<file path="src/rtl/wt_voice_pkg.sv">
package wt_voice_pkg;

  typedef enum logic [1:0] {
    LM_ONESHOT  = 2'd0,
    LM_FORWARD  = 2'd1,
    LM_REVERSE  = 2'd2,
    LM_PINGPONG = 2'd3
  } loop_mode_e;

  typedef enum logic [1:0] {
    PH_IDLE = 2'd0,
    PH_ADDR = 2'd1,
    PH_SAMP = 2'd2,
    PH_OUT  = 2'd3
  } voice_phase_e;

endpackage

</file>
<file path="src/rtl/wt_pos_step.sv">
module wt_pos_step
  import wt_voice_pkg::*;
#(
  parameter int IDX_W  = 16,
  parameter int FRAC_W = 12,
  parameter int STEP_W = 20
) (
  input  logic [IDX_W+FRAC_W-1:0] pos,
  input  logic                    dir,
  input  logic [STEP_W-1:0]       step,
  input  logic [IDX_W-1:0]        lp_start,
  input  logic [IDX_W-1:0]        lp_end,
  input  logic [1:0]              mode,
  input  logic                    link,
  input  logic                    seen,
  output logic [IDX_W+FRAC_W-1:0] pos_n,
  output logic                    dir_n,
  output logic                    ls_hit,
  output logic                    stop
);
  localparam int PW = IDX_W + FRAC_W;
  localparam int EW = PW + 2;

  logic signed [EW-1:0] cur_s, stp_s, adv, lsb, leb, res;

  always_comb begin
    cur_s  = {2'b00, pos};
    stp_s  = EW'(step);
    lsb    = {2'b00, lp_start, {FRAC_W{1'b0}}};
    leb    = {2'b00, lp_end, {FRAC_W{1'b0}}};
    adv    = dir ? (cur_s - stp_s) : (cur_s + stp_s);
    res    = adv;
    dir_n  = dir;
    stop   = 1'b0;
    ls_hit = !dir && (adv >= lsb) && link && !seen;
    case (loop_mode_e'(mode))
      LM_ONESHOT: begin
        stop = (adv >= lsb) && (adv >= leb);
      end
      LM_FORWARD: begin
        if (adv >= leb) res = adv - (leb - lsb);
      end
      LM_REVERSE: begin
        if (!dir && adv >= lsb) begin
          res   = leb - (adv - lsb);
          dir_n = 1'b1;
        end else if (dir && adv < lsb) begin
          res   = leb - (lsb - adv);
        end
      end
      default: begin
        if (!dir && adv >= leb) begin
          res   = leb - (adv - leb);
          dir_n = 1'b1;
        end else if (dir && adv < lsb) begin
          res   = lsb + (lsb - adv);
          dir_n = 1'b0;
        end
      end
    endcase
    pos_n = res[PW-1:0];
  end
endmodule

</file>
<file path="src/rtl/wt_addr_map.sv">
module wt_addr_map #(
  parameter int IDX_W   = 16,
  parameter int MADDR_W = 19
) (
  input  logic [MADDR_W-1:0] base,
  input  logic [IDX_W:0]     idx,
  input  logic               pcm8,
  output logic [MADDR_W-1:0] addr
);
  logic [MADDR_W-1:0] off;

  always_comb begin
    off = MADDR_W'(idx);
    if (pcm8) addr = base + off;
    else      addr = (base + (off << 1)) & ~MADDR_W'(1);
  end
endmodule

</file>
<file path="src/rtl/wt_interp.sv">
module wt_interp #(
  parameter int SMP_W  = 16,
  parameter int FRAC_W = 12
) (
  input  logic [SMP_W-1:0]  prev,
  input  logic [SMP_W-1:0]  next,
  input  logic [FRAC_W-1:0] frac,
  input  logic              pcm8,
  input  logic [1:0]        sb,
  output logic [SMP_W-1:0]  y
);
  localparam int HW = SMP_W / 2;
  localparam int DW = SMP_W + 1;
  localparam int MW = DW + FRAC_W + 1;

  logic [SMP_W-1:0]    pw, nw;
  logic signed [DW-1:0] pe, ne, dif;
  logic signed [MW-1:0] difx, frx, prod;
  logic signed [DW:0]   sum;

  always_comb begin
    pw   = pcm8 ? {prev[HW-1:0], {HW{1'b0}}} : prev;
    nw   = pcm8 ? {next[HW-1:0], {HW{1'b0}}} : next;
    pe   = {pw[SMP_W-1], pw};
    ne   = {nw[SMP_W-1], nw};
    dif  = ne - pe;
    difx = MW'(dif);
    frx  = MW'({1'b0, frac});
    prod = difx * frx;
    sum  = {pe[DW-1], pe} + prod[MW-1 -: DW+1];
    y    = sum[SMP_W-1:0] ^ {sb[1], {(SMP_W-1){sb[0]}}};
  end
endmodule

</file>
<file path="src/rtl/wt_voice_addr.sv">
module wt_voice_addr
  import wt_voice_pkg::*;
#(
  parameter int IDX_W   = 16,
  parameter int FRAC_W  = 12,
  parameter int STEP_W  = 20,
  parameter int MADDR_W = 19,
  parameter int SMP_W   = 16
) (
  input  logic               clk,
  input  logic               rst_n,
  input  logic               key_on,
  input  logic [MADDR_W-1:0] start_addr,
  input  logic               pcm8,
  input  logic [IDX_W-1:0]   loop_start,
  input  logic [IDX_W-1:0]   loop_end,
  input  logic [1:0]         loop_mode,
  input  logic [STEP_W-1:0]  pitch_step,
  input  logic               ls_link,
  input  logic [1:0]         sb_ctl,
  output logic               addr_valid,
  input  logic               addr_ready,
  output logic [MADDR_W-1:0] rd_addr_cur,
  output logic [MADDR_W-1:0] rd_addr_nxt,
  output logic [FRAC_W-1:0]  pos_frac,
  output logic               dir_back,
  input  logic               smp_valid,
  output logic               smp_ready,
  input  logic [SMP_W-1:0]   smp_prev,
  input  logic [SMP_W-1:0]   smp_next,
  output logic               out_valid,
  input  logic               out_ready,
  output logic [SMP_W-1:0]   out_sample,
  output logic               ls_reached,
  output logic               voice_stop
);
  localparam int PW = IDX_W + FRAC_W;

  voice_phase_e       phase;
  logic [PW-1:0]      pos, pos_n;
  logic               dir, dir_n, ls_hit, stop_hit, seen, stopping, pcm8_q;
  logic [MADDR_W-1:0] start_q;
  logic [FRAC_W-1:0]  frac_q;
  logic [SMP_W-1:0]   mix, out_q;
  logic [MADDR_W-1:0] map_addr [2];

  wt_pos_step #(.IDX_W(IDX_W), .FRAC_W(FRAC_W), .STEP_W(STEP_W)) i_step (
    .pos(pos), .dir(dir), .step(pitch_step), .lp_start(loop_start),
    .lp_end(loop_end), .mode(loop_mode), .link(ls_link), .seen(seen),
    .pos_n(pos_n), .dir_n(dir_n), .ls_hit(ls_hit), .stop(stop_hit)
  );

  for (genvar g = 0; g < 2; g++) begin : g_map
    wt_addr_map #(.IDX_W(IDX_W), .MADDR_W(MADDR_W)) i_map (
      .base(start_q),
      .idx((IDX_W+1)'(pos[PW-1:FRAC_W]) + (IDX_W+1)'(g)),
      .pcm8(pcm8_q),
      .addr(map_addr[g])
    );
  end

  wt_interp #(.SMP_W(SMP_W), .FRAC_W(FRAC_W)) i_interp (
    .prev(smp_prev), .next(smp_next), .frac(frac_q), .pcm8(pcm8_q),
    .sb(sb_ctl), .y(mix)
  );

  always_ff @(posedge clk) begin
    if (!rst_n) begin
      phase      <= PH_IDLE;
      pos        <= '0;
      dir        <= 1'b0;
      seen       <= 1'b0;
      stopping   <= 1'b0;
      pcm8_q     <= 1'b0;
      start_q    <= '0;
      frac_q     <= '0;
      out_q      <= '0;
      ls_reached <= 1'b0;
      voice_stop <= 1'b0;
    end else begin
      ls_reached <= 1'b0;
      voice_stop <= 1'b0;
      if (key_on) begin
        pos      <= '0;
        dir      <= 1'b0;
        seen     <= 1'b0;
        stopping <= 1'b0;
        start_q  <= start_addr;
        pcm8_q   <= pcm8;
        phase    <= PH_ADDR;
      end else begin
        case (phase)
          PH_ADDR: if (addr_ready) begin
            pos        <= pos_n;
            dir        <= dir_n;
            frac_q     <= pos[FRAC_W-1:0];
            ls_reached <= ls_hit;
            seen       <= seen | ls_hit;
            voice_stop <= stop_hit;
            stopping   <= stop_hit;
            phase      <= PH_SAMP;
          end
          PH_SAMP: if (smp_valid) begin
            out_q <= mix;
            phase <= PH_OUT;
          end
          PH_OUT: if (out_ready) phase <= stopping ? PH_IDLE : PH_ADDR;
          default: phase <= PH_IDLE;
        endcase
      end
    end
  end

  assign addr_valid  = (phase == PH_ADDR);
  assign smp_ready   = (phase == PH_SAMP);
  assign out_valid   = (phase == PH_OUT);
  assign rd_addr_cur = map_addr[0];
  assign rd_addr_nxt = map_addr[1];
  assign pos_frac    = pos[FRAC_W-1:0];
  assign dir_back    = dir;
  assign out_sample  = out_q;

  // the two mapped addresses sit one sample apart
  a_r2_next_adjacent: assert property (@(posedge clk) disable iff (!rst_n)
    addr_valid |-> rd_addr_nxt == MADDR_W'(rd_addr_cur + (pcm8_q ? MADDR_W'(1) : MADDR_W'(2))));

  // 16-bit addresses are even
  a_r3_even_word: assert property (@(posedge clk) disable iff (!rst_n)
    (addr_valid && !pcm8_q) |-> rd_addr_cur[0] == 1'b0);

  // stop requests only come from one-shot play
  a_r4_stop_oneshot: assert property (@(posedge clk) disable iff (!rst_n)
    voice_stop |-> $past(loop_mode) == 2'd0);

  // with no inversion, a 16-bit mix lies between its two inputs
  a_r9_mix_bounded: assert property (@(posedge clk) disable iff (!rst_n)
    (smp_valid && smp_ready && !pcm8_q && sb_ctl == 2'd0) |->
      (($signed(mix) >= $signed(smp_prev) && $signed(mix) <= $signed(smp_next)) ||
       ($signed(mix) <= $signed(smp_prev) && $signed(mix) >= $signed(smp_next))));

  // a stalled address offer holds
  a_r11_addr_hold: assert property (@(posedge clk) disable iff (!rst_n)
    (addr_valid && !addr_ready && !key_on) |=> (addr_valid && $stable(rd_addr_cur) && $stable(pos_frac)));

  // a stalled output offer holds
  a_r11_out_hold: assert property (@(posedge clk) disable iff (!rst_n)
    (out_valid && !out_ready && !key_on) |=> (out_valid && $stable(out_sample)));

endmodule

</file>
<file path="config.mk">
export PLATFORM = sky130hd
export DESIGN_NAME = wt_voice_addr
export DESIGN_NICKNAME = d
export VERILOG_FILES = /design/src/rtl/wt_voice_pkg.sv /design/src/rtl/wt_pos_step.sv /design/src/rtl/wt_addr_map.sv /design/src/rtl/wt_interp.sv /design/src/rtl/wt_voice_addr.sv
export SDC_FILE = /design/constraint.sdc
export NUM_CORES = 1
export LEC_CHECK = 0
export BUFFER_PORTS_ARGS = -buffer_cell sky130_fd_sc_hd__buf_2
export CAP_MARGIN = 20
export CORE_MARGIN = 2
export CORE_UTILIZATION = 45
export CTS_CLUSTER_SIZE = 12
export DETAILED_ROUTE_END_ITERATION = 8
export HOLD_SLACK_MARGIN = 0.02
export REMOVE_ABC_BUFFERS = 1
export SYNTH_ARGS = -nofsm -noshare
export SYNTH_HDL_FRONTEND = slang
export SYNTH_HIERARCHICAL = 1
export SYNTH_SLANG_ARGS = --single-unit
</file>
<file path="constraint.sdc">
create_clock -name clk -period 11.3 [get_ports clk]
set_input_delay 1.13 -clock clk [delete_from_list [all_inputs] [get_ports clk]]
set_output_delay 1.13 -clock clk [all_outputs]
set_load 0.01 [all_outputs]
</file>
# Word level (Yosys, flattened, before mapping)
# Cells that the tools add are included.
dict set report word_totals {
  regBits 83
  out_inout_bits 72
  in_bits 115
  elab_cells 94
}
dict set report op_classes {
  n_lt_le_gt_ge 3
  eq_ne 12
  reduce_logical 19
  bitwise 7
  multipliers 1
  mux 22
  add_sub_neg 18
}
# operator n
set ops {}
lappend ops {{28-bit subtractor} 8}
lappend ops {{28-bit 2-to-1 mux} 5}
lappend ops {{28-bit case mux with 3 select lines} 1}
lappend ops {{30-bit by 29-bit >= comparator with 1-bit output} 2}
lappend ops {{19-bit by 17-bit adder with 19-bit output} 2}
lappend ops {{19-bit 2-to-1 mux} 2}
lappend ops {{16-bit 2-to-1 mux} 2}
lappend ops {{30-bit by 29-bit less-than comparator with 1-bit output} 1}
lappend ops {{30-bit 2-to-1 mux} 1}
lappend ops {{28-bit by 20-bit adder with 29-bit output} 1}
lappend ops {{28-bit by 20-bit subtractor with 29-bit output} 1}
lappend ops {{28-bit adder} 1}
lappend ops {{17-bit by 13-bit multiplier with 28-bit output} 1}
lappend ops {{19-bit by 16-bit adder with 19-bit output} 1}
lappend ops {{19-bit by 18-bit adder with 19-bit output} 1}
lappend ops {{16-bit by 1-bit adder with 17-bit output (second input constant)} 1}
lappend ops {{16-bit by 16-bit subtractor with 17-bit output} 1}
lappend ops {{16-bit adder} 1}
lappend ops {{16-bit bitwise XOR} 1}
lappend ops {{3-bit AND reduction} 4}
lappend ops {{2-bit == test (second input constant)} 3}
lappend ops {{1-bit logical AND} 6}
lappend ops {{1-bit 2-to-1 mux} 6}
lappend ops {{2-bit 2-to-1 mux} 3}
lappend ops {{16 further kinds} 26}

# Depth between registers and ports, before layout
# Gate-level depths: netlist (run 1).
dict set report depth {
  depth_word 7
  ltp_mapped 44
  mapped_depth_nobuf 41
}

# Cells and area by module
# Netlist (run 1), hierarchy kept.
# module instances area_per_inst_um2 cells_per_inst seq_area_each_um2
set by_module_without_submodules {}
lappend by_module_without_submodules {wt_pos_step 1 11632.4 1623 0.0}
lappend by_module_without_submodules {wt_interp 1 8753.4 1036 0.0}
lappend by_module_without_submodules {wt_addr_map 2 1876.8 255 0.0}
lappend by_module_without_submodules {wt_voice_addr 1 3338.2 330 1661.6}

# Least setup slack after synthesis (run 1)
# No wires, ideal clock.
dict set report synth_timing {
  path_type {input-to-reg}
  start {in smp_prev[0]}
  end {reg out_q[15], in the netlist out_sample[15]}
  slack_ps 1704
  arrival_ps 9464
  stages 42
  setup_time_ps 132
  t_required_ps 11168
  path_buffers 1
  cell_sequence {nor2b_1 > ha_1 > inv_1 > fa_1 > a211oi_1 > o21a_1 > nor3_1 > a31oi_1 > nor2b_1 > xnor2_1 > clkbuf_1 > and2_1 > fa_1 > inv_1 > fa_1 > inv_1 > fa_1 > fa_1 > [... 6 more ...] > a21o_1 > or2_2 > and2_1 > o21a_1 > nor2_1 > xnor2_1 > ha_1 > o21ai_0 > nand2b_1 > o31a_1 > a41o_1 > o41ai_4 > o21ai_2 > a21o_1 > a21oi_2 > xnor3_1 > nand2_1 > a21oi_1}
}
dict set report synth_between {
  elab_chain_len 5
}
# item line_no
set synth_rtl {}
lappend synth_rtl {{start, declared} wt_voice_addr.sv:29} ;# input logic [SMP_W-1:0] smp_prev,
lappend synth_rtl {{16-bit 2-to-1 mux *} wt_interp.sv:22} ;# pw = pcm8 ? {prev[HW-1:0], {HW{1'b0}}} : prev;
lappend synth_rtl {{16-bit by 16-bit subtractor with 17-bit output} wt_interp.sv:26} ;# dif = ne - pe;
lappend synth_rtl {{17-bit by 13-bit multiplier with 28-bit output} wt_interp.sv:29} ;# prod = difx * frx;
lappend synth_rtl {{16-bit adder *} wt_interp.sv:30} ;# sum = {pe[DW-1], pe} + prod[MW-1 -: DW+1];
lappend synth_rtl {{16-bit bitwise XOR *} wt_interp.sv:31} ;# y = sum[SMP_W-1:0] ^ {sb[1], {(SMP_W-1){sb[0]}}};
lappend synth_rtl {{net mix[15]} wt_voice_addr.sv:44} ;# logic [SMP_W-1:0] mix, out_q;
lappend synth_rtl {{end signal, assigned} wt_voice_addr.sv:104} ;# out_q <= mix;
lappend synth_rtl {{end, declared} wt_voice_addr.sv:44}
# The timed path passes the listed nets; every way through them passes the cells marked *.
# A chain may end at the register's enable or synchronous reset.

# Final worst setup path (run 1)
# Same ends and word-level chain as after synthesis.

==> results by stage, run 1 <==
Clock tree:
- The worst-case clock buffer depth is 2.
- The clock tree from TritonCTS is built.
- The CTS buffer count is 9.
- The number of H-tree levels is 3.
- After clock tree synthesis, the clock-pin slew on the worst setup and hold paths is 0.08 ns.
- The clock network latency to the later pin of the worst-skew pair is 0.37 ns.
- The clock sink count is 83.
- The number of hold-repair buffers added at the cts stage is 0.
- In this run the post-CTS setup repair buffer count came out at 0.
- In this run the clock root is driven by a clkbuf_16.
- Post-CTS repair changed the size of 0 cells.

GRT:
- The global routing usage summed across all routing layers is 26.9%.
- Entering global routing, the biggest net connects 71 pins.
- The number of global-route vias before repair came to 24,600.
- After global routing the overflow that remains totals 0.
- The initial antenna violation count was 2.
- The global-route wire length before repair is 135 mm.

Routing:
- For this block, the initial DRC count from the detailed router was 1,797.
- For this run, design rule violations remaining after detail routing come to 0.
- The detailed router placed 25,000 vias in this run.
- After detailed routing, the number of vias per cell comes to 5.69.
- In the final routed layout, each cell accounts on average for 19.5 um.
- The pre-antenna-repair detailed-routing pass consisted of 7 iterations.
- The wire length after detailed routing is 85.7 mm.
- The number of nets with antenna violations after detailed routing is 0.

Power and ir drop:
- Combinational logic is responsible for 66.1% of the overall power.
- Of the total power, registers draw 16.7%.
- IR analysis of the VDD net gives a maximum drop of 0.0726 mV.
- The net switching power is 950 uW.
- The ratio of total power to cell area is 65.0 nW/um^2.
- Of the total power, the share spent switching nets is 49.7%.
- Cell internal power was estimated by the tool at 961 uW.
- The clock network fraction of design power is 17.2%.
- For this design the static power due to leakage is 0.0145 uW.

Placed design:
- The pre-CTS setup slack is 1.07 ns.
- Port buffering added 186 buffers.
- Once detailed placement completed, the half-perimeter wirelength came to 71.3 mm.
- Once placement completed, the tool counted placed cells totaling 4,378.
- The last weighted congestion value of the routability-driven placer is 0.958.

Synth:
- In the synthesized netlist the dominant register cell turns out to be dfxtp_1.
- In the synthesized netlist the async set-or-reset flop fraction comes to 0%.
- The cell count after synthesis came out at 3,499.
- The average cell area after synthesis is 7.85 sq um.
- The synthesized netlist contains 127 unique library cells.
- Yosys printed 6 warnings.
- The area of the mapped netlist is 27,500 sq um.
- Synthesis inferred 83 register bits.
- Yosys mapped a number of flops with a built-in enable equal to 0.
- For this run, the register share of the synthesized area comes to 6.05%.

Timing:
- The clock tree skew after final layout is 0.0135 ns.
- The period utilization is 86.8%.
- The worst pin sits at a relative slew slack of 28.8%.
- The measured slew at the worst slew-check pin is 1.05 ns.
- The upper clock frequency limit is 102 MHz.
- The count of endpoints failing hold in the final timing report is 0.
- The final setup violation count is 0.
- The max-slew violation count came to 0.
- The routed design could run at a clock period as short as 9.81 ns.
- Setup total negative slack on the finished layout was measured at 0 ns.
- Setup slack on the critical path of the routed design comes to 1.49 ns.
- Setup repair after global routing left no endpoint under its margin.

Worst setup path:
- The cell that appears most often on the critical path is fa_1.
- The largest individual stage delay along the critical path comes from the cell fa_1.
- The cell family contributing the most delay on the critical path is adder cells.
- The critical path required time is 11.54 ns.
- The critical path start-end classification is input pin to flip-flop.
- For the worst setup path, the data arrival time is 10.05 ns.
- STA classifies the critical path endpoint as a flip-flop.
- The largest fanout on the critical path is 4.
- The stage delay of the slowest cell on the critical path is 0.56 ns.
- The number of buffers and inverters on the critical path is 6.
- The worst setup path is launched from an input pin.

Floorplan:
- The die outline area is 63,100 sq um.
- The region available for standard cell placement spans 60,400 sq um.
- The number of placement rows is 90.
- The initial core utilization is 45.5%.
- The die is 251 um wide.
- The die is 251 um tall.
- Pin placement for this block handled 187 I/O pins.

Final layout:
- For this run, the number of standard cells in the final layout without fillers is 4,395.
- Relative to the synthesized area, the layout overhead comes to 7.00%.
- The net count of the finished layout is 4,292.
- The antenna cell count is 0.
- The share of final-layout standard cells stronger than drive strength 1 is 10.2%.

Flow run:
- The tool flagged a number of max-cap violations equal to 0.

Outcome:
- The run finished with clean final reports.

Hold path:
- The min-delay analysis places its worst path in the category flip-flop to flip-flop.
-- placed cells by master (no fill, tap or decap), types with 29 or more instances in the layout --
cell type,synthesis,final
and3_1,31,31
a22o_1,29,29
o21ai_0,143,143
buf_4,19,41
buf_2,26,186
nand2_1,299,299
dfxtp_1,83,81
fa_1,222,222
and2_1,117,117
o211ai_1,32,32
xor2_1,91,91
nor2_1,202,201
nand3_1,71,71
ha_1,347,347
xnor2_1,171,171
nor3_1,66,66
a21o_1,82,82
nand2b_1,48,48
nor2b_1,54,54
inv_1,447,446
a21oi_1,261,260
mux2i_1,63,63
-- logic make-up after synthesis --
kind of cell | count (synthesis) | synth area share, %
buf+inv | 581 | 8.41
simple gates | 1015 | 18.8
other cells | 1 | 0.0136
flops | 83 | 6.05
compound gates | 896 | 22.4
fa+ha+maj | 569 | 32.0
mux | 81 | 3.05
xor+xnor | 273 | 9.23
-- registers in the layout (all words and copies together) (netlist names) --
| signal | cells |
|---|---|
| pos | 28 |
| start_q | 19 |
| out_sample | 16 |
| frac_q | 12 |
| phase | 2 |
| dir_back | 1 |
| ls_reached | 1 |
| pcm8_q | 1 |
| seen | 1 |
| stopping | 1 |
| voice_stop | 1 |
-- synthesized netlist by cell type (all sizes together) (11+ instances only) --
cell type  number  area, sq um
mux2           18          206
or2            13         81.3
nand4          23          165
nand2b         49          314
a22oi          11         82.6
o21ai         163          827
and2          120          753
and3           33          209
o22ai          19          119
a211o          14          123
a31oi          30          251
dfxtp          83         1660
fa            222         4440
clkbuf         80          304
xor2           91          797
a21o           84          633
o31ai          25          203
xnor2         172         1510
buf            50          314
a22o           30          264
o211ai         32          240
nand2         301         1130
nor4           16          149
nand3          75          418
a221oi         12          130
nor2          203          764
a21oi         271         1400
mux2i          63          631
inv           449         1690
ha            347         4340
o21bai         28          210
or3            19          124
a2111oi        13          151
o21a           26          196
a211oi         33          293
nor3           69          367
nor2b          55          352
nand3b         11         82.6
-- layout make-up --
| cell class | count | area [sq um] |
|---|---|---|
| Clock buffer | 9 | 225 |
| Clock inverter | 7 | 80.1 |
| Fill cell | 6097 | 31000 |
| Inverter | 451 | 1690 |
| Multi-Input combinational cell | 2836 | 23500 |
| Sequential cell | 83 | 1670 |
| Tap cell | 782 | 978 |
| Timing Repair Buffer | 227 | 1240 |
-- power groups by stage --
stage                     Sequential, uW  Clock, uW  Combinational (uW)
after floorplan                      322          0                 857
after global placement               325          0                1230
after detailed placement             325          0                1230
after CTS                            318        338                1240
after global routing                 320        346                1380
final                                319        329                1260
-- tightest hold or removal path: stages, from the launching register on --
cell	delay (ns)
dfxtp_1	0.31
nand2_1	0.05
a21oi_1	0.05
-- layer usage --
metal  share of wire [%]  track usage [%]
met3                 5.2             2.33
met4                 2.9             7.70
met1                  46             36.8
met2                  46             45.3
met5               0.016                0
-- path summary, 6_finish.rpt --
path	slack, ns	startpoint	cells after the start	end
hold / removal	0.46	out_sample[0]	2	out_sample[0]
setup / recovery	1.49	smp_prev[0]	42	out_sample[15]
setup reg to reg	1.62	pcm8_q	42	out_sample[15]
hold reg to reg	0.46	out_sample[0]	2	out_sample[0]
-- through the flow --
stage	power, uW	hold WS, ns	utilization, %	area [sq um]
after detailed placement	1560	0.451	48.2	29100
after global placement	1550	0.445	48.2	29100
after global routing	2040	0.478	48.7	29400
after CTS	1900	0.462	48.7	29400
final	1910	0.458	48.7	29400
after floorplan	1180	0.450	-	26900
Power figures use the tool's default switching activity.
==> inputs of run 2 (changes only) <==
Settings changed: CORE_UTILIZATION 45 to 56, PLACE_DENSITY set to 0.75.
==> run 2 against run 1 <==
Net effect:
- sequential cell count unchanged
- via count grew 1.8%
- die area shrank 19%
- sequential share of layout area up 0.053 points
- hold slack worse by 0.0037 ns
- largest power group unchanged
- highest routed layer unchanged
==> results by stage, run 2 (synthesized netlist as in run 1, its figures left out) <==
Outcome:
- Outcome: complete, no violations (unchanged).

Final layout:
- The final cell count without fillers is 4,230 (was 4,395).
- The area taken by flip-flops and latches came to 1670 sq um (unchanged).
- The number of filler cells placed in the layout is 4,501 (was 6,097).
- The post-route standard cell area excluding fillers was 29,100 sq um (was 29,400 sq um).
- The flip-flop count of the largest register after layout is 28 (unchanged).
- The commonest non-fill, non-tap cell in the layout was inv_1 (unchanged).
- The register with the most flip-flops is pos (unchanged).
- The final net count was 4,286 (was 4,292).
- The area of the multi-input gates is 23,500 sq um (unchanged).
- The share of final-layout standard cells stronger than drive strength 1 is 10.0% (was 10.2%).
- Most frequent cells in the layout: 446 x inv_1, 347 x ha_1, 299 x nand2_1, 260 x a21oi_1, 222 x fa_1 (unchanged).
- The layout overhead on the synthesized area came to 6.01% (was 7.00%).

Timing:
- The final setup violation count came to 0 (unchanged).
- The final critical-path required period is 9.92 ns (was 9.81 ns).
- The upper clock frequency limit is 101 MHz (was 102 MHz).
- The worst slew margin relative to its limit is 26.5% (was 28.8%).
- The measured slew at the worst slew-check pin is 1.10 ns (was 1.05 ns).
- The max-slew violation count came to 0 (unchanged).
- The setup TNS came to 0 ns (unchanged).
- The period utilization is 87.8% (was 86.8%).
- The clock tree skew after final layout came to 0.0130 ns (was 0.0135 ns).
- Setup repair after global routing missed its margin: no (unchanged).
- The count of endpoints failing hold in the final timing report is 0 (unchanged).
- The post-route worst setup slack is 1.38 ns (was 1.49 ns).

Worst setup path:
- The largest fanout on the critical path was 12 (was 4).
- The critical path capture point type is a flip-flop (unchanged).
- The internal reg-to-reg setup slack is 1.64 ns (was 1.62 ns).
- The critical path required time is 11.54 ns (about the same).
- The startpoint type of the worst setup path is an input pin (unchanged).
- The total buffers and inverters traversed by the critical path came to 7 (was 6).
- The cell family contributing the most delay on the critical path is adder cells (unchanged).
- The critical path start-end classification is input pin to flip-flop (unchanged).
- The signal arrival time at the worst endpoint is 10.17 ns (was 10.05 ns).
- The slowest cell on the critical path is fa_1 (unchanged).
- The library cell appearing most often on the critical path is fa_1 (unchanged).
- The stage delay of the slowest cell on the critical path is 0.54 ns (was 0.56 ns).

Routing:
- The number of optimization iterations in the first detailed-route pass was 6 (was 7).
- The vias after detailed routing came to 25,400 (was 25,000).
- The number of DRC markers in iteration 0 is 1,951 (was 1,797).
- The detailed-route vias per instance is 6.01 (was 5.69).
- The wire length after detailed routing is 81.8 mm (was 85.7 mm).
- The number of nets with antenna violations after detailed routing is 0 (unchanged).
- The routed wirelength normalized by instance count is 19.3 um (was 19.5 um).
- The number of remaining DRC errors was 0 (unchanged).

Clock tree:
- The number of hold-repair buffers added at the cts stage was 0 (unchanged).
- The number of H-tree levels is 3 (unchanged).
- The clock sink count is 83 (unchanged).
- The clock tree from TritonCTS is built (unchanged).
- The clock tree root buffer cell was clkbuf_16 (unchanged).
- The clock-pin slew reported for the worst setup and hold paths after clock tree synthesis was 0.08 ns (about the same).
- The number of buffers added for setup after CTS was 0 (unchanged).
- The post-cts gate resize count was 0 (unchanged).
- The clock network latency to the later pin of the worst-skew pair was 0.36 ns (was 0.37 ns).
- The CTS buffer count is 9 (unchanged).
- The worst-case clock buffer depth is 2 (unchanged).

GRT:
- The global-route congestion overflow total came to 0 (unchanged).
- The maximum number of pins on one net before global-route repair came to 71 (unchanged).
- The global-route wire length before repair came to 129 mm (was 135 mm).
- The initial antenna violation count is 2 (unchanged).
- The global routing usage summed across all routing layers was 32.0% (was 26.9%).
- The number of global-route vias before repair is 24,500 (was 24,600).

Floorplan:
- The die outline width was 226 um (was 251 um).
- The core area is 48,600 sq um (was 60,400 sq um).
- The initial core utilization is 56.5% (was 45.5%).
- The die outline area is 50,900 sq um (was 63,100 sq um).
- The vertical die dimension came to 226 um (was 251 um).
- The number of placement rows is 81 (was 90).
- The number of top-level pins was 187 (unchanged).

Power and ir drop:
- The highest ir drop seen on vdd came to 0.0639 mV (was 0.0726 mV).
- The internal power summed over all cells is 936 uW (was 961 uW).
- The relative contribution of combinational cells to total power is 67.1% (was 66.1%).
- The portion of total power attributed to sequential cells came to 17.0% (was 16.7%).
- The net switching power is 931 uW (was 950 uW).
- The fraction of power spent switching nets is 49.8% (was 49.7%).
- The static leakage is 0.0145 uW (about the same).
- The clock network fraction of design power is 15.9% (was 17.2%).
- The ratio of total power to cell area is 64.1 nW/um^2 (was 65.0 nW/um^2).

Hold path:
- The path category of the worst min-delay check is flip-flop to flip-flop (unchanged).

Placed design:
- The number of input and output port buffers inserted came to 186 (unchanged).
- The last weighted congestion value of the routability-driven placer was 0.994 (was 0.958).
- The number of placed cells counting well taps is 4,212 (was 4,378).
- The placed instance area is 28,800 sq um (was 29,100 sq um).
- The final HPWL from detailed placement is 67.6 mm (was 71.3 mm).
- The pre-CTS setup slack is 1.08 ns (was 1.07 ns).

Flow run:
- The max-capacitance violation count is 0 (unchanged).
==> run 2: area by class of cell <==
type	count	share of cell area, %
Multi-Input combinational cell	2836	80.7
Inverter	451	5.81
Sequential cell	83	5.72
Timing Repair Buffer	221	4.10
Tap cell	622	2.67
Clock buffer	10	0.786
Clock inverter	6	0.163
Antenna cell	1	0.00859
==> run 2: power groups by stage <==
stage / sequential, uW / clock (uW) / combinational (uW)
after global placement: 324 / 0 / 1220
after floorplan: 322 / 0 / 857
after detailed placement: 325 / 0 / 1220
after global routing: 320 / 313 / 1360
after CTS: 318 / 300 / 1230
final: 318 / 297 / 1250
==> run 2: tightest hold or removal path, cell delays in order, from the launching register on <==
cell	delay [ns]
dfxtp_1	0.31
nand2_1	0.05
a21oi_1	0.05
==> run 2: stage by stage <==
step           util (%)  total power [uW]  hold WS (ns)
2_1_floorplan         -              1180         0.450
3_3_place_gp       59.3              1540         0.442
3_5_place_dp       59.3              1540         0.445
4_1_cts            59.9              1840         0.455
5_1_grt            59.9              2000         0.474
6_report           59.9              1870         0.455
==> run 2: layer usage <==
| metal | up-vias | track usage, % | wire (um) |
|---|---|---|---|
| li1 | 12300 | - | - |
| met1 | 12100 | 43.1 | 36200 |
| met2 | 937 | 53.2 | 37500 |
| met3 | 162 | 2.66 | 4850 |
| met4 | 2 | 12.6 | 3250 |
| met5 | - | 0 | 13 |
==> run 2: path summary, 6_finish.rpt <==
path / from / to / cells past startpoint
hold / removal: out_sample[0] / out_sample[0] / 2
setup / recovery: smp_prev[0] / out_sample[15] / 43
setup reg to reg: pcm8_q / out_sample[15] / 38
hold reg to reg: out_sample[0] / out_sample[0] / 2
==> inputs of run 3 (changes only) <==
Settings changed: CORE_ASPECT_RATIO set to 0.9.
==> run 3 against run 2 <==
Net effect:
- register-to-register slack got worse by 0.08 ns
- fmax decreased by 0.12%
- via count decreased by 0.10%
- clock power increased by 10%
- combinational power about the same
- design area increased by 0.32%
- first-iteration DRC count increased by 3.6%
- highest routed layer unchanged
- routed wire length decreased by 0.55%
==> results by stage, run 3 (synthesized netlist as in run 1, its figures left out) <==
Outcome:
- Outcome: complete, no violations (unchanged).

Final layout:
- The flip-flop count of the largest register after layout is 28 (unchanged).
- The layout overhead on the synthesized area is 6.35% (was 6.01%).
- The register with the most flip-flops is pos (unchanged).
- The number of filler cells placed in the layout came to 4,416 (was 4,501).
- The final net count is 4,293 (was 4,286).
- The commonest non-fill, non-tap cell in the layout was inv_1 (unchanged).
- The share of final-layout standard cells stronger than drive strength 1 is 10.2% (was 10.0%).
- Most frequent cells in the layout: 446 x inv_1, 347 x ha_1, 299 x nand2_1, 260 x a21oi_1, 222 x fa_1 (unchanged).
- The final cell count without fillers is 4,240 (was 4,230).

Worst setup path:
- The signal arrival time at the worst endpoint is 10.17 ns (about the same).
- The critical path required time is 11.53 ns (was 11.54 ns).
- The critical path start-end classification was input pin to flip-flop (unchanged).
- The critical path capture point type is a flip-flop (unchanged).
- The startpoint type of the worst setup path is an input pin (unchanged).
- The library cell appearing most often on the critical path was fa_1 (unchanged).
- The largest fanout on the critical path was 4 (was 12).
- The stage delay of the slowest cell on the critical path is 0.56 ns (was 0.54 ns).
- The slowest cell on the critical path was fa_1 (unchanged).

Routing:
- The number of remaining DRC errors is 0 (unchanged).
- The wire length on met1 came to 36.3 mm (was 36.2 mm).
- The routed wirelength normalized by instance count came to 19.2 um (was 19.3 um).
- The number of DRC markers in iteration 0 is 2,021 (was 1,951).
- The number of optimization iterations in the first detailed-route pass is 6 (unchanged).
- The vias after detailed routing was 25,400 (about the same).
- The wire length on met2 is 36.2 mm (was 37.5 mm).
- The number of nets with antenna violations after detailed routing came to 0 (unchanged).
- The uppermost layer routed is met5 (unchanged).
- The wire length after detailed routing was 81.3 mm (was 81.8 mm).
- The routed wire length on met3 came to 6.23 mm (was 4.85 mm).
- The detailed-route vias per instance is 5.99 (was 6.01).

GRT:
- The maximum number of pins on one net before global-route repair is 72 (was 71).
- The global-route congestion overflow total was 0 (unchanged).
- The number of global-route vias before repair is 24,400 (was 24,500).
- The initial antenna violation count was 3 (was 2).
- The global routing usage summed across all routing layers is 31.5% (was 32.0%).
- The global-route wire length before repair is 130 mm (was 129 mm).

Power and ir drop:
- The ratio of total power to cell area is 65.1 nW/um^2 (was 64.1 nW/um^2).
- The total power is 1900 uW (was 1870 uW).
- The highest ir drop seen on vdd is 0.0838 mV (was 0.0639 mV).
- The static leakage is 0.0145 uW (about the same).

Timing:
- The measured slew at the worst slew-check pin was 1.05 ns (was 1.10 ns).
- The max-slew violation count is 0 (unchanged).
- The period utilization is 87.9% (was 87.8%).
- The count of endpoints failing hold in the final timing report came to 0 (unchanged).
- The setup TNS is 0 ns (unchanged).
- The final critical-path required period came to 9.94 ns (was 9.92 ns).
- Setup repair after global routing missed its margin: no (unchanged).
- The final setup violation count was 0 (unchanged).
- The clock tree skew after final layout was 0.0207 ns (was 0.0130 ns).
- The worst slew margin relative to its limit is 30.1% (was 26.5%).
- The upper clock frequency limit is 101 MHz (about the same).

Placed design:
- The final HPWL from detailed placement is 67.5 mm (was 67.6 mm).
- The number of placed cells counting well taps came to 4,221 (was 4,212).
- The number of input and output port buffers inserted is 186 (unchanged).
- The last weighted congestion value of the routability-driven placer is 0.998 (was 0.994).

Floorplan:
- The core area is 48,100 sq um (was 48,600 sq um).
- The die outline area is 50,900 sq um (about the same).
- The number of placement rows is 76 (was 81).
- The vertical die dimension is 214 um (was 226 um).
- The die outline width is 237 um (was 226 um).
- The initial core utilization came to 57.1% (was 56.5%).
- The number of top-level pins came to 187 (unchanged).

Clock tree:
- The number of H-tree levels is 3 (unchanged).
- The worst-case clock buffer depth was 2 (unchanged).
- The CTS buffer count came to 9 (unchanged).
- The clock tree root buffer cell is clkbuf_16 (unchanged).
- The clock sink count was 83 (unchanged).
- The post-cts gate resize count is 0 (unchanged).
- The clock-pin slew reported for the worst setup and hold paths after clock tree synthesis is 0.07 ns (was 0.08 ns).
- The number of buffers added for setup after CTS is 0 (unchanged).
- The number of hold-repair buffers added at the cts stage came to 0 (unchanged).
- The clock network latency to the later pin of the worst-skew pair is 0.38 ns (was 0.36 ns).
- The clock tree from TritonCTS is built (unchanged).

Hold path:
- The path category of the worst min-delay check is flip-flop to flip-flop (unchanged).

Flow run:
- The max-capacitance violation count came to 0 (unchanged).
[run 3: report_power, final]
| part | internal, uW | switching, uW |
|---|---|---|
| logic | 488 | 768 |
| registers | 300 | 19.1 |
| clock network | 186 | 141 |
[run 3: final timing paths]
kind / from / end / slack, ns / cells after the start
worst max-delay path: smp_prev[0] / out_sample[15] / 1.36 / 42
worst min-delay path: out_sample[1] / out_sample[1] / 0.45 / 2
worst max register to register: pcm8_q / out_sample[15] / 1.56 / 42
worst min register to register: out_sample[1] / out_sample[1] / 0.45 / 2
[run 3: cell type report]
cell class,instances,area [sq um],area share [%]
well taps,624,781,2.67
repair buffers,228,1250,4.26
clock buffers,12,256,0.878
inverters,451,1690,5.79
flip-flops and latches,83,1670,5.70
multi-input cells,2836,23500,80.5
clock inverters,4,56.3,0.193
diodes,2,5.00,0.0171
[run 3: per-stage QoR]
| step | hold WS, ns | instance area (sq um) | setup slack [ns] | utilization (%) |
|---|---|---|---|---|
| global route | 0.470 | 29200 | 0.778 | 60.7 |
| floorplan | 0.450 | 26900 | 0.600 | - |
| CTS | 0.456 | 29200 | 1.22 | 60.7 |
| detailed placement | 0.447 | 28900 | 0.869 | 60.1 |
| finish | 0.452 | 29200 | 1.36 | 60.7 |
| global placement | 0.441 | 28900 | 1.09 | 60.1 |
[run 3: routing by layer]
layer | GRT usage, % | vias to the layer above
li1 | - | 12300
met1 | 43.6 | 12000
met2 | 51.2 | 1026
met3 | 3.86 | 141
met4 | 10.1 | 2
met5 | 0 | -
[run 3: worst max-delay path: cells and delay by family]
family / cells / cell delay [ns]
AO/OA/AOI/OAI: 15 / 2.75
XOR/XNOR: 3 / 0.65
adder cells (fa/ha/maj): 9 / 3.89
buffers and inverters: 6 / 0.36
AND/OR/NAND/NOR: 9 / 1.37
